$ cat src/rtl/pfxdec_pkg.sv
package pfxdec_pkg;

  typedef enum logic [3:0] {
    AM_IMP   = 4'd0,
    AM_IMM   = 4'd1,
    AM_ZP    = 4'd2,
    AM_ZPX   = 4'd3,
    AM_ZPY   = 4'd4,
    AM_ABS   = 4'd5,
    AM_ABSX  = 4'd6,
    AM_ABSY  = 4'd7,
    AM_ZPI   = 4'd8,
    AM_ZPXI  = 4'd9,
    AM_ZPIY  = 4'd10,
    AM_ABSI  = 4'd11,
    AM_ABSXI = 4'd12,
    AM_ABSIY = 4'd13,
    AM_REL   = 4'd14,
    AM_ACC   = 4'd15
  } amode_e;

  typedef enum logic [1:0] {
    RS_A = 2'd0,
    RS_X = 2'd1,
    RS_Y = 2'd2,
    RS_S = 2'd3
  } rsel_e;

  // Prefix state: bit per modifier
  typedef struct packed {
    logic ind;
    logic ax;
    logic ay;
    logic sy;
  } pfx_t;

  localparam int NPFX    = 4;
  localparam int HIT_IND = 0;
  localparam int HIT_AX  = 1;
  localparam int HIT_AY  = 2;
  localparam int HIT_SY  = 3;

  // Direct mode to its pointer counterpart; others pass through
  function automatic amode_e to_indirect(amode_e m);
    case (m)
      AM_ZP:   return AM_ZPI;
      AM_ZPX:  return AM_ZPXI;
      AM_ZPY:  return AM_ZPIY;
      AM_ABS:  return AM_ABSI;
      AM_ABSX: return AM_ABSXI;
      AM_ABSY: return AM_ABSIY;
      default: return m;
    endcase
  endfunction

  // Opcode group that already owns both direct and pointer zp forms
  function automatic logic has_dual_zp(logic [1:0] low_bits);
    return low_bits == 2'b01;
  endfunction

  // Apply one prefix hit to an accumulated state under exclusion rules
  function automatic pfx_t merge_prefix(pfx_t base, logic [NPFX-1:0] hit);
    pfx_t r;
    r = base;
    if (hit[HIT_IND]) r.ind = 1'b1;
    if (hit[HIT_AX] && !base.ay) r.ax = 1'b1;
    if (hit[HIT_AY] && !base.ax && !base.sy) r.ay = 1'b1;
    if (hit[HIT_SY] && !base.ay) r.sy = 1'b1;
    return r;
  endfunction

endpackage

$ cat src/rtl/pfxdec_accum.sv
module pfxdec_accum
  import pfxdec_pkg::*;
#(
  parameter int              OPW      = 8,
  parameter logic [OPW-1:0]  CODE_IND = 8'h0B,
  parameter logic [OPW-1:0]  CODE_AX  = 8'h1B,
  parameter logic [OPW-1:0]  CODE_AY  = 8'h2B,
  parameter logic [OPW-1:0]  CODE_SY  = 8'h3B
) (
  input  logic           clk,
  input  logic           rst_n,
  input  logic           fetch_en,
  input  logic [OPW-1:0] opcode,
  input  logic           insn_done,
  output pfx_t           pfx_q,
  output logic           armed_q,
  output logic           pfx_fetch,
  output logic           pending
);

  logic [OPW-1:0]  codes [NPFX];
  logic [NPFX-1:0] hit;
  pfx_t            base_st;
  pfx_t            pfx_d;
  logic            armed_d;

  assign codes[HIT_IND] = CODE_IND;
  assign codes[HIT_AX]  = CODE_AX;
  assign codes[HIT_AY]  = CODE_AY;
  assign codes[HIT_SY]  = CODE_SY;

  for (genvar i = 0; i < NPFX; i++) begin : g_match
    assign hit[i] = fetch_en && (opcode == codes[i]);
  end

  assign pfx_fetch = |hit;
  assign pending   = (pfx_q != '0) && !armed_q;

  always_comb begin
    base_st = armed_q ? '0 : pfx_q;
    pfx_d   = pfx_q;
    armed_d = armed_q;
    if (insn_done && armed_q) begin
      pfx_d   = '0;
      armed_d = 1'b0;
    end else if (pfx_fetch) begin
      pfx_d   = merge_prefix(base_st, hit);
      armed_d = 1'b0;
    end else if (fetch_en) begin
      armed_d = armed_q || (pfx_q != '0);
    end
  end

  always_ff @(posedge clk or negedge rst_n) begin
    if (!rst_n) begin
      pfx_q   <= '0;
      armed_q <= 1'b0;
    end else begin
      pfx_q   <= pfx_d;
      armed_q <= armed_d;
    end
  end

  a_r4_swaps_exclusive: assert property (@(posedge clk) disable iff (!rst_n)
    !(pfx_q.ax && pfx_q.ay));

  a_r5_sy_ay_exclusive: assert property (@(posedge clk) disable iff (!rst_n)
    !(pfx_q.sy && pfx_q.ay));

  a_r6_clear_on_done: assert property (@(posedge clk) disable iff (!rst_n)
    (insn_done && armed_q && !fetch_en) |=> (pfx_q == '0 && !armed_q));

  a_r6_done_ignored: assert property (@(posedge clk) disable iff (!rst_n)
    (insn_done && !armed_q && !fetch_en) |=> $stable(pfx_q));

  a_r7_one_code_hit: assert property (@(posedge clk) disable iff (!rst_n)
    $onehot0(hit));

endmodule

$ cat src/rtl/pfxdec_remap.sv
module pfxdec_remap
  import pfxdec_pkg::*;
(
  input  logic       clk,
  input  logic       rst_n,
  input  logic       ind_on,
  input  logic [1:0] op_low,
  input  logic [3:0] base_mode,
  output logic [3:0] mode_out,
  output logic       ind_applied
);

  amode_e m_in;
  amode_e m_conv;

  assign m_in        = amode_e'(base_mode);
  assign m_conv      = to_indirect(m_in);
  assign ind_applied = ind_on && !has_dual_zp(op_low) && (m_conv != m_in);
  assign mode_out    = ind_applied ? m_conv : m_in;

  a_r3_dual_form_untouched: assert property (@(posedge clk) disable iff (!rst_n)
    (op_low == 2'b01) |-> (mode_out == base_mode));

  a_r1_only_when_ind: assert property (@(posedge clk) disable iff (!rst_n)
    !ind_on |-> (mode_out == base_mode));

  a_r2_result_is_pointer: assert property (@(posedge clk) disable iff (!rst_n)
    ind_applied |-> (mode_out >= 4'd8 && mode_out <= 4'd13));

endmodule

$ cat src/rtl/pfxdec_regsel.sv
module pfxdec_regsel
  import pfxdec_pkg::*;
(
  input  logic       clk,
  input  logic       rst_n,
  input  pfx_t       pfx,
  output logic [1:0] acc_sel,
  output logic [1:0] xreg_sel,
  output logic [1:0] yreg_sel,
  output logic [1:0] yidx_sel
);

  rsel_e acc_r, xr_r, yr_r, yi_r;

  always_comb begin
    acc_r = RS_A;
    xr_r  = RS_X;
    yr_r  = RS_Y;
    yi_r  = RS_Y;
    if (pfx.ax) begin
      acc_r = RS_X;
      xr_r  = RS_A;
    end
    if (pfx.ay) begin
      acc_r = RS_Y;
      yr_r  = RS_A;
      yi_r  = RS_A;
    end
    if (pfx.sy) begin
      yr_r = RS_S;
    end
  end

  assign acc_sel  = acc_r;
  assign xreg_sel = xr_r;
  assign yreg_sel = yr_r;
  assign yidx_sel = yi_r;

  a_r5_s_never_index: assert property (@(posedge clk) disable iff (!rst_n)
    yidx_sel != 2'd3);

  a_r4_acc_single_role: assert property (@(posedge clk) disable iff (!rst_n)
    (acc_sel != 2'd0) |-> ((xreg_sel == 2'd0) != (yreg_sel == 2'd0)));

endmodule

$ cat src/rtl/pfxdec_top.sv
module pfxdec_top
  import pfxdec_pkg::*;
#(
  parameter int              OPW      = 8,
  parameter logic [OPW-1:0]  CODE_IND = 8'h0B,
  parameter logic [OPW-1:0]  CODE_AX  = 8'h1B,
  parameter logic [OPW-1:0]  CODE_AY  = 8'h2B,
  parameter logic [OPW-1:0]  CODE_SY  = 8'h3B
) (
  input  logic           clk,
  input  logic           rst_n,
  input  logic           fetch_en,
  input  logic [OPW-1:0] opcode,
  input  logic [3:0]     base_mode,
  input  logic           insn_done,
  input  logic           irq_req,
  output logic [3:0]     mode_out,
  output logic [1:0]     acc_sel,
  output logic [1:0]     xreg_sel,
  output logic [1:0]     yreg_sel,
  output logic [1:0]     yidx_sel,
  output logic           pfx_nop,
  output logic           irq_inhibit,
  output logic           irq_grant
);

  pfx_t pfx_q;
  logic armed_q;
  logic pfx_fetch;
  logic pending;
  logic ind_applied;

  pfxdec_accum #(
    .OPW(OPW), .CODE_IND(CODE_IND), .CODE_AX(CODE_AX),
    .CODE_AY(CODE_AY), .CODE_SY(CODE_SY)
  ) u_accum (
    .clk(clk), .rst_n(rst_n), .fetch_en(fetch_en), .opcode(opcode),
    .insn_done(insn_done), .pfx_q(pfx_q), .armed_q(armed_q),
    .pfx_fetch(pfx_fetch), .pending(pending)
  );

  pfxdec_remap u_remap (
    .clk(clk), .rst_n(rst_n), .ind_on(pfx_q.ind), .op_low(opcode[1:0]),
    .base_mode(base_mode), .mode_out(mode_out), .ind_applied(ind_applied)
  );

  pfxdec_regsel u_regsel (
    .clk(clk), .rst_n(rst_n), .pfx(pfx_q), .acc_sel(acc_sel),
    .xreg_sel(xreg_sel), .yreg_sel(yreg_sel), .yidx_sel(yidx_sel)
  );

  assign pfx_nop     = pfx_fetch;
  assign irq_inhibit = pending || pfx_fetch;
  assign irq_grant   = irq_req && !irq_inhibit;

  a_r8_irq_held_pending: assert property (@(posedge clk) disable iff (!rst_n)
    pending |-> !irq_grant);

  a_r7_prefix_blocks_irq: assert property (@(posedge clk) disable iff (!rst_n)
    pfx_nop |-> (irq_inhibit && !irq_grant));

  a_r1_ind_needs_state: assert property (@(posedge clk) disable iff (!rst_n)
    ind_applied |-> pfx_q.ind);

endmodule

$ cat config.mk
export PLATFORM = sky130hd
export DESIGN_NAME = pfxdec_top
export DESIGN_NICKNAME = d
export VERILOG_FILES = /design/src/rtl/pfxdec_pkg.sv /design/src/rtl/pfxdec_accum.sv /design/src/rtl/pfxdec_remap.sv /design/src/rtl/pfxdec_regsel.sv /design/src/rtl/pfxdec_top.sv
export SDC_FILE = /design/constraint.sdc
export NUM_CORES = 1
export LEC_CHECK = 0
export BUFFER_PORTS_ARGS = -buffer_cell sky130_fd_sc_hd__buf_2
export CELL_PAD_IN_SITES_DETAIL_PLACEMENT = 1
export CELL_PAD_IN_SITES_GLOBAL_PLACEMENT = 2
export CORE_MARGIN = 2
export CORE_UTILIZATION = 20
export CTS_BUF_LIST = sky130_fd_sc_hd__clkbuf_8 sky130_fd_sc_hd__clkbuf_16
export DETAILED_ROUTE_END_ITERATION = 6
export HOLD_SLACK_MARGIN = 0.15
export PLACE_DENSITY_LB_ADDON = 0.1
export SLEW_MARGIN = 20
export SYNTH_ARGS = -nofsm -noshare
export SYNTH_HDL_FRONTEND = slang
export SYNTH_SLANG_ARGS = --single-unit
$ cat constraint.sdc
create_clock -name clk -period 2.9 [get_ports clk]
set_input_delay 0.145 -clock clk [delete_from_list [all_inputs] [get_ports clk]]
set_output_delay 0.145 -clock clk [all_outputs]
set_load 0.05 [all_outputs]
==> impl_results.html <==
<table>
<tr><th>Metric</th><th>Value</th></tr>
<tr><th colspan="2">Layout</th></tr>
<tr><td>Syn-to-layout area delta</td><td>44.4%</td></tr>
<tr><td>Core Util, Final</td><td>31.5%</td></tr>
<tr><td>Share of cells above drive strength 1</td><td>41.5%</td></tr>
<tr><td>Final #Nets</td><td>100</td></tr>
<tr><td>Diode insertion count for antenna repair</td><td>0</td></tr>
<tr><th colspan="2">Detailed routing</th></tr>
<tr><td>Post-Route WL</td><td>1160 um</td></tr>
<tr><td>Total vias in the final route</td><td>454</td></tr>
<tr><td>Detailed Route Iter0 Violations</td><td>4</td></tr>
<tr><td>Detailed-router iteration count before antenna repair</td><td>2</td></tr>
<tr><td>Via count normalized by instance count</td><td>4.17</td></tr>
<tr><td>Detail-routed net length per standard cell</td><td>10.6 um</td></tr>
<tr><td>Antenna Nets Post-Route</td><td>0</td></tr>
<tr><td>Drt drc</td><td>0</td></tr>
<tr><th colspan="2">Timing</th></tr>
<tr><td>Part of the cycle the worst path needs</td><td>59.0%</td></tr>
<tr><td>Min Clock Period, post-route</td><td>1.71 ns</td></tr>
<tr><td>Count of pins over their slew limit</td><td>0</td></tr>
<tr><td>Final clock skew</td><td>0.00134 ns</td></tr>
<tr><td>Final setup vio count</td><td>0</td></tr>
<tr><td>Highest clock frequency the design can meet</td><td>584 MHz</td></tr>
<tr><td>Hold violation count in the final report</td><td>0</td></tr>
<tr><td>Unrepaired setup endpoints after global routing</td><td>no</td></tr>
<tr><td>Aggregate negative setup slack</td><td>0 ns</td></tr>
<tr><th colspan="2">Power and ir drop</th></tr>
<tr><td>Peak supply drop</td><td>322 uV</td></tr>
<tr><td>Portion of total power attributed to sequential cells</td><td>25.5%</td></tr>
<tr><td>Fraction of power consumed by combinational cells</td><td>42.5%</td></tr>
<tr><td>Standby leakage power</td><td>0.337 nW</td></tr>
<tr><td>Switching power of the nets</td><td>166 uW</td></tr>
<tr><td>Clock group share of total power</td><td>32.0%</td></tr>
<tr><td>Power Density</td><td>612 nW/um^2</td></tr>
<tr><td>Net Sw Frac</td><td>43.0%</td></tr>
<tr><td>Cell internal power dissipation</td><td>220 uW</td></tr>
<tr><th colspan="2">GRT</th></tr>
<tr><td>Total overflow reported by the global router</td><td>0</td></tr>
<tr><td>GRT met2 Usage</td><td>14.7%</td></tr>
<tr><td>Initial antenna violation count</td><td>0</td></tr>
<tr><td>Vias in the first global route</td><td>419</td></tr>
<tr><td>Wire length of the first global-routing pass</td><td>1810 um</td></tr>
<tr><td>Maximum number of pins on one net before global-route repair</td><td>11</td></tr>
<tr><td>Global routing usage on met1</td><td>11.9%</td></tr>
<tr><td>Global-route track usage on met3</td><td>2.08%</td></tr>
<tr><td>Tot GR Track Use</td><td>9.44%</td></tr>
<tr><td>Highest-utilization routing layer at the global route stage</td><td>met2</td></tr>
<tr><th colspan="2">Critical path</th></tr>
<tr><td>CP Data Arrival Time</td><td>1.57 ns</td></tr>
<tr><td>Delay contributed by the slowest stage of the critical path</td><td>0.44 ns</td></tr>
<tr><td>Req. time, crit path</td><td>2.76 ns</td></tr>
<tr><td>Type of element capturing the critical path</td><td>output port</td></tr>
<tr><td>Slowest-stage cell, CP</td><td>dfrtp_1</td></tr>
<tr><td>Type of the worst setup path</td><td>reg -&gt; out</td></tr>
<tr><td>Top Family by Delay on Critical Path</td><td>simple AND/OR/NAND/NOR gates</td></tr>
<tr><td>Buffer and inverter count on the worst path</td><td>1</td></tr>
<tr><td>Critical Path Most Common Cell</td><td>nor2_1</td></tr>
<tr><td>Critical-path cell list</td><td>nor4_1, nor2_1, or2_1, nor2_1, buf_2</td></tr>
<tr><td>Top fanout value on the critical path</td><td>7</td></tr>
<tr><td>Sort of element at the start of the critical path</td><td>register</td></tr>
<tr><th colspan="2">Die</th></tr>
<tr><td>Die boundary height</td><td>50.7 um</td></tr>
<tr><td>Number of top-level pins</td><td>32</td></tr>
<tr><td>Standard cell core area</td><td>2000 um^2</td></tr>
<tr><td>DIE WIDTH</td><td>50.7 um</td></tr>
<tr><td>Die outline area</td><td>2570 um^2</td></tr>
<tr><td>Starting Density</td><td>21.8%</td></tr>
<tr><td># rows</td><td>16</td></tr>
<tr><th colspan="2">Logic synthesis</th></tr>
<tr><td>Async set-or-reset flop fraction in the synthesized netlist</td><td>100%</td></tr>
<tr><td>Portion of the post-synthesis area used by sequential elements</td><td>28.7%</td></tr>
<tr><td>Number of instances in the synthesized netlist</td><td>54</td></tr>
<tr><td>Largest cells by area after synthesis</td><td>dfrtp_1 (29%), buf_4 (6.9%), nand4bb_4 (6.3%)</td></tr>
<tr><td>Syn Area/Cell</td><td>8.09 um^2</td></tr>
<tr><td>Leading cell type by number of instances after synthesis</td><td>nor2_1</td></tr>
<tr><td>Cell type contributing the most total cell area after synthesis</td><td>dfrtp_1</td></tr>
<tr><td>Area share of the largest cell type after synthesis</td><td>28.7%</td></tr>
<tr><td>Ys Warns</td><td>0</td></tr>
<tr><td>Number of synthesized flops with an enable pin</td><td>0</td></tr>
<tr><td>Synth cell count leaders</td><td>nor2_1 (7), a21oi_1 (5), dfrtp_1 (5), inv_1 (5)</td></tr>
<tr><td>Count of different cell masters after synthesis</td><td>26</td></tr>
<tr><td>Predominant post-synthesis flop cell</td><td>dfrtp_1</td></tr>
<tr><td>Cell area after synthesis</td><td>437 um^2</td></tr>
<tr><td>#FFs+latches synth</td><td>5</td></tr>
<tr><th colspan="2">Place</th></tr>
<tr><td>Number of buffers added on ports</td><td>27</td></tr>
<tr><td>Routability cong.</td><td>0.717</td></tr>
<tr><td>Post-detail-place hpwl</td><td>969 um</td></tr>
<tr><th colspan="2">Clocking</th></tr>
<tr><td>Buffer count from post-CTS setup fixing</td><td>0</td></tr>
<tr><td>Clk_lat worst skew</td><td>0.22 ns</td></tr>
<tr><td>CTS tree</td><td>done</td></tr>
<tr><td>Maximum buffer depth of the clock tree</td><td>2</td></tr>
<tr><td>Cts-stage hold buffer count</td><td>1</td></tr>
<tr><td>Clk sinks</td><td>5</td></tr>
<tr><td>Htree depth</td><td>1</td></tr>
<tr><td>Master cell of the clock root buffer</td><td>clkbuf_8</td></tr>
<tr><td>Cells resized by post-CTS repair</td><td>0</td></tr>
<tr><td>Clock transition at the registers of the reported paths</td><td>0.04 ns</td></tr>
<tr><td>Number of buffers inserted during clock tree synthesis</td><td>3</td></tr>
<tr><th colspan="2">Status</th></tr>
<tr><td>Run status</td><td>finished, final reports clean</td></tr>
<tr><th colspan="2">Flow run</th></tr>
<tr><td>Number of violations of the max-capacitance limit</td><td>0</td></tr>
<tr><th colspan="2">Min path</th></tr>
<tr><td>Tightest Hold Check Type</td><td>in -&gt; reg</td></tr>
</table>
placed cells by master, fill, tap and decap left out:
master         netlist  final
clkbuf_8             0      3
o21ai_1              2      2
nand4bb_4            1      1
a21oi_1              5      5
a21o_2               2      2
o31a_1               1      1
a31oi_1              1      1
or4b_1               1      1
o21bai_1             1      1
o41ai_1              1      1
buf_2                0     27
nor3_4               1      1
conb_1               1      2
a21o_1               1      1
dlygate4sd3_1        0      1
nor2_1               7      7
nor2b_1              2      2
and4bb_1             1      1
nor4_1               1      1
a41oi_1              1      1
o21ai_0              1      1
dfrtp_1              5      5
or2_1                1      1
nor3_1               1      1
nand2b_1             2      2
nand2_1              4      4
inv_1                5      6
state kept, by name, indices dropped and copies added, names as in the netlist:
register         count
u_accum.armed_q      1
u_accum.pfx_q        4
worst register-to-register path, stage by stage, from the launching register on:
cell,delay [ns]
dfrtp_1,0.46
nor2b_1,0.19
nor2_1,0.10
and4bb_1,0.21
a21o_1,0.15
metal layers:
layer	up-vias	share of wire, %
met5	-	0
met4	0	0
met3	0	5.1
met2	15	48
met1	201	47
li1	238	-
final timing paths:
check | startpoint | to | slack (ns) | cells past startpoint
hold / removal | fetch_en | u_accum.armed_q | 0.24 | 3
min in group asynchronous | rst_n | u_accum.armed_q | 0.26 | 2
setup reg to reg | u_accum.armed_q | u_accum.pfx_q[1] | 1.68 | 4
setup / recovery | u_accum.pfx_q[1] | irq_grant | 1.19 | 5
hold reg to reg | u_accum.pfx_q[3] | u_accum.pfx_q[3] | 0.57 | 2
max in group asynchronous | rst_n | u_accum.pfx_q[1] | 2.51 | 2
metrics by stage:
| stage | hold WS [ns] | power (mW) | area, um^2 | worst slack (ns) | cells |
|---|---|---|---|---|---|
| 2_1_floorplan | -0.151 | 0.227 | 440 | 0.914 | 55 |
| 3_3_place_gp | -0.0333 | 0.265 | 576 | 1.44 | 104 |
| 3_5_place_dp | -0.0351 | 0.264 | 576 | 1.41 | 104 |
| 4_1_cts | 0.252 | 0.393 | 631 | 1.17 | 109 |
| 5_1_grt | 0.262 | 0.416 | 631 | 0.959 | 109 |
| 6_report | 0.239 | 0.386 | 631 | 1.19 | 109 |
logic make-up (layout without fill, tap and decap cells):
kind of cell,count (synthesis),after routing,synth area share [%]
AOI/OAI and AO/OA,16,16,24.1
buffers and inverters,10,37,12.0
DFF,5,5,28.7
other,1,2,0.859
and+or+nand+nor,22,22,34.4
power groups by stage:
stage	logic (mW)	clock network, mW	registers (mW)
2_1_floorplan	0.134	0	0.0925
3_3_place_gp	0.166	0	0.0991
3_5_place_dp	0.165	0	0.0992
4_1_cts	0.167	0.128	0.0979
5_1_grt	0.177	0.138	0.101
6_report	0.164	0.123	0.0983
cell type report:
type	instances	area (um^2)
fill	263	1370
multi-input combinational	40	263
timing repair buffer	28	145
sequential	5	125
clock buffer	3	41.3
tap	27	33.8
inverter	5	18.8
clock inverter	1	3.75
No activity file was read; power rests on OpenSTA's default activity.
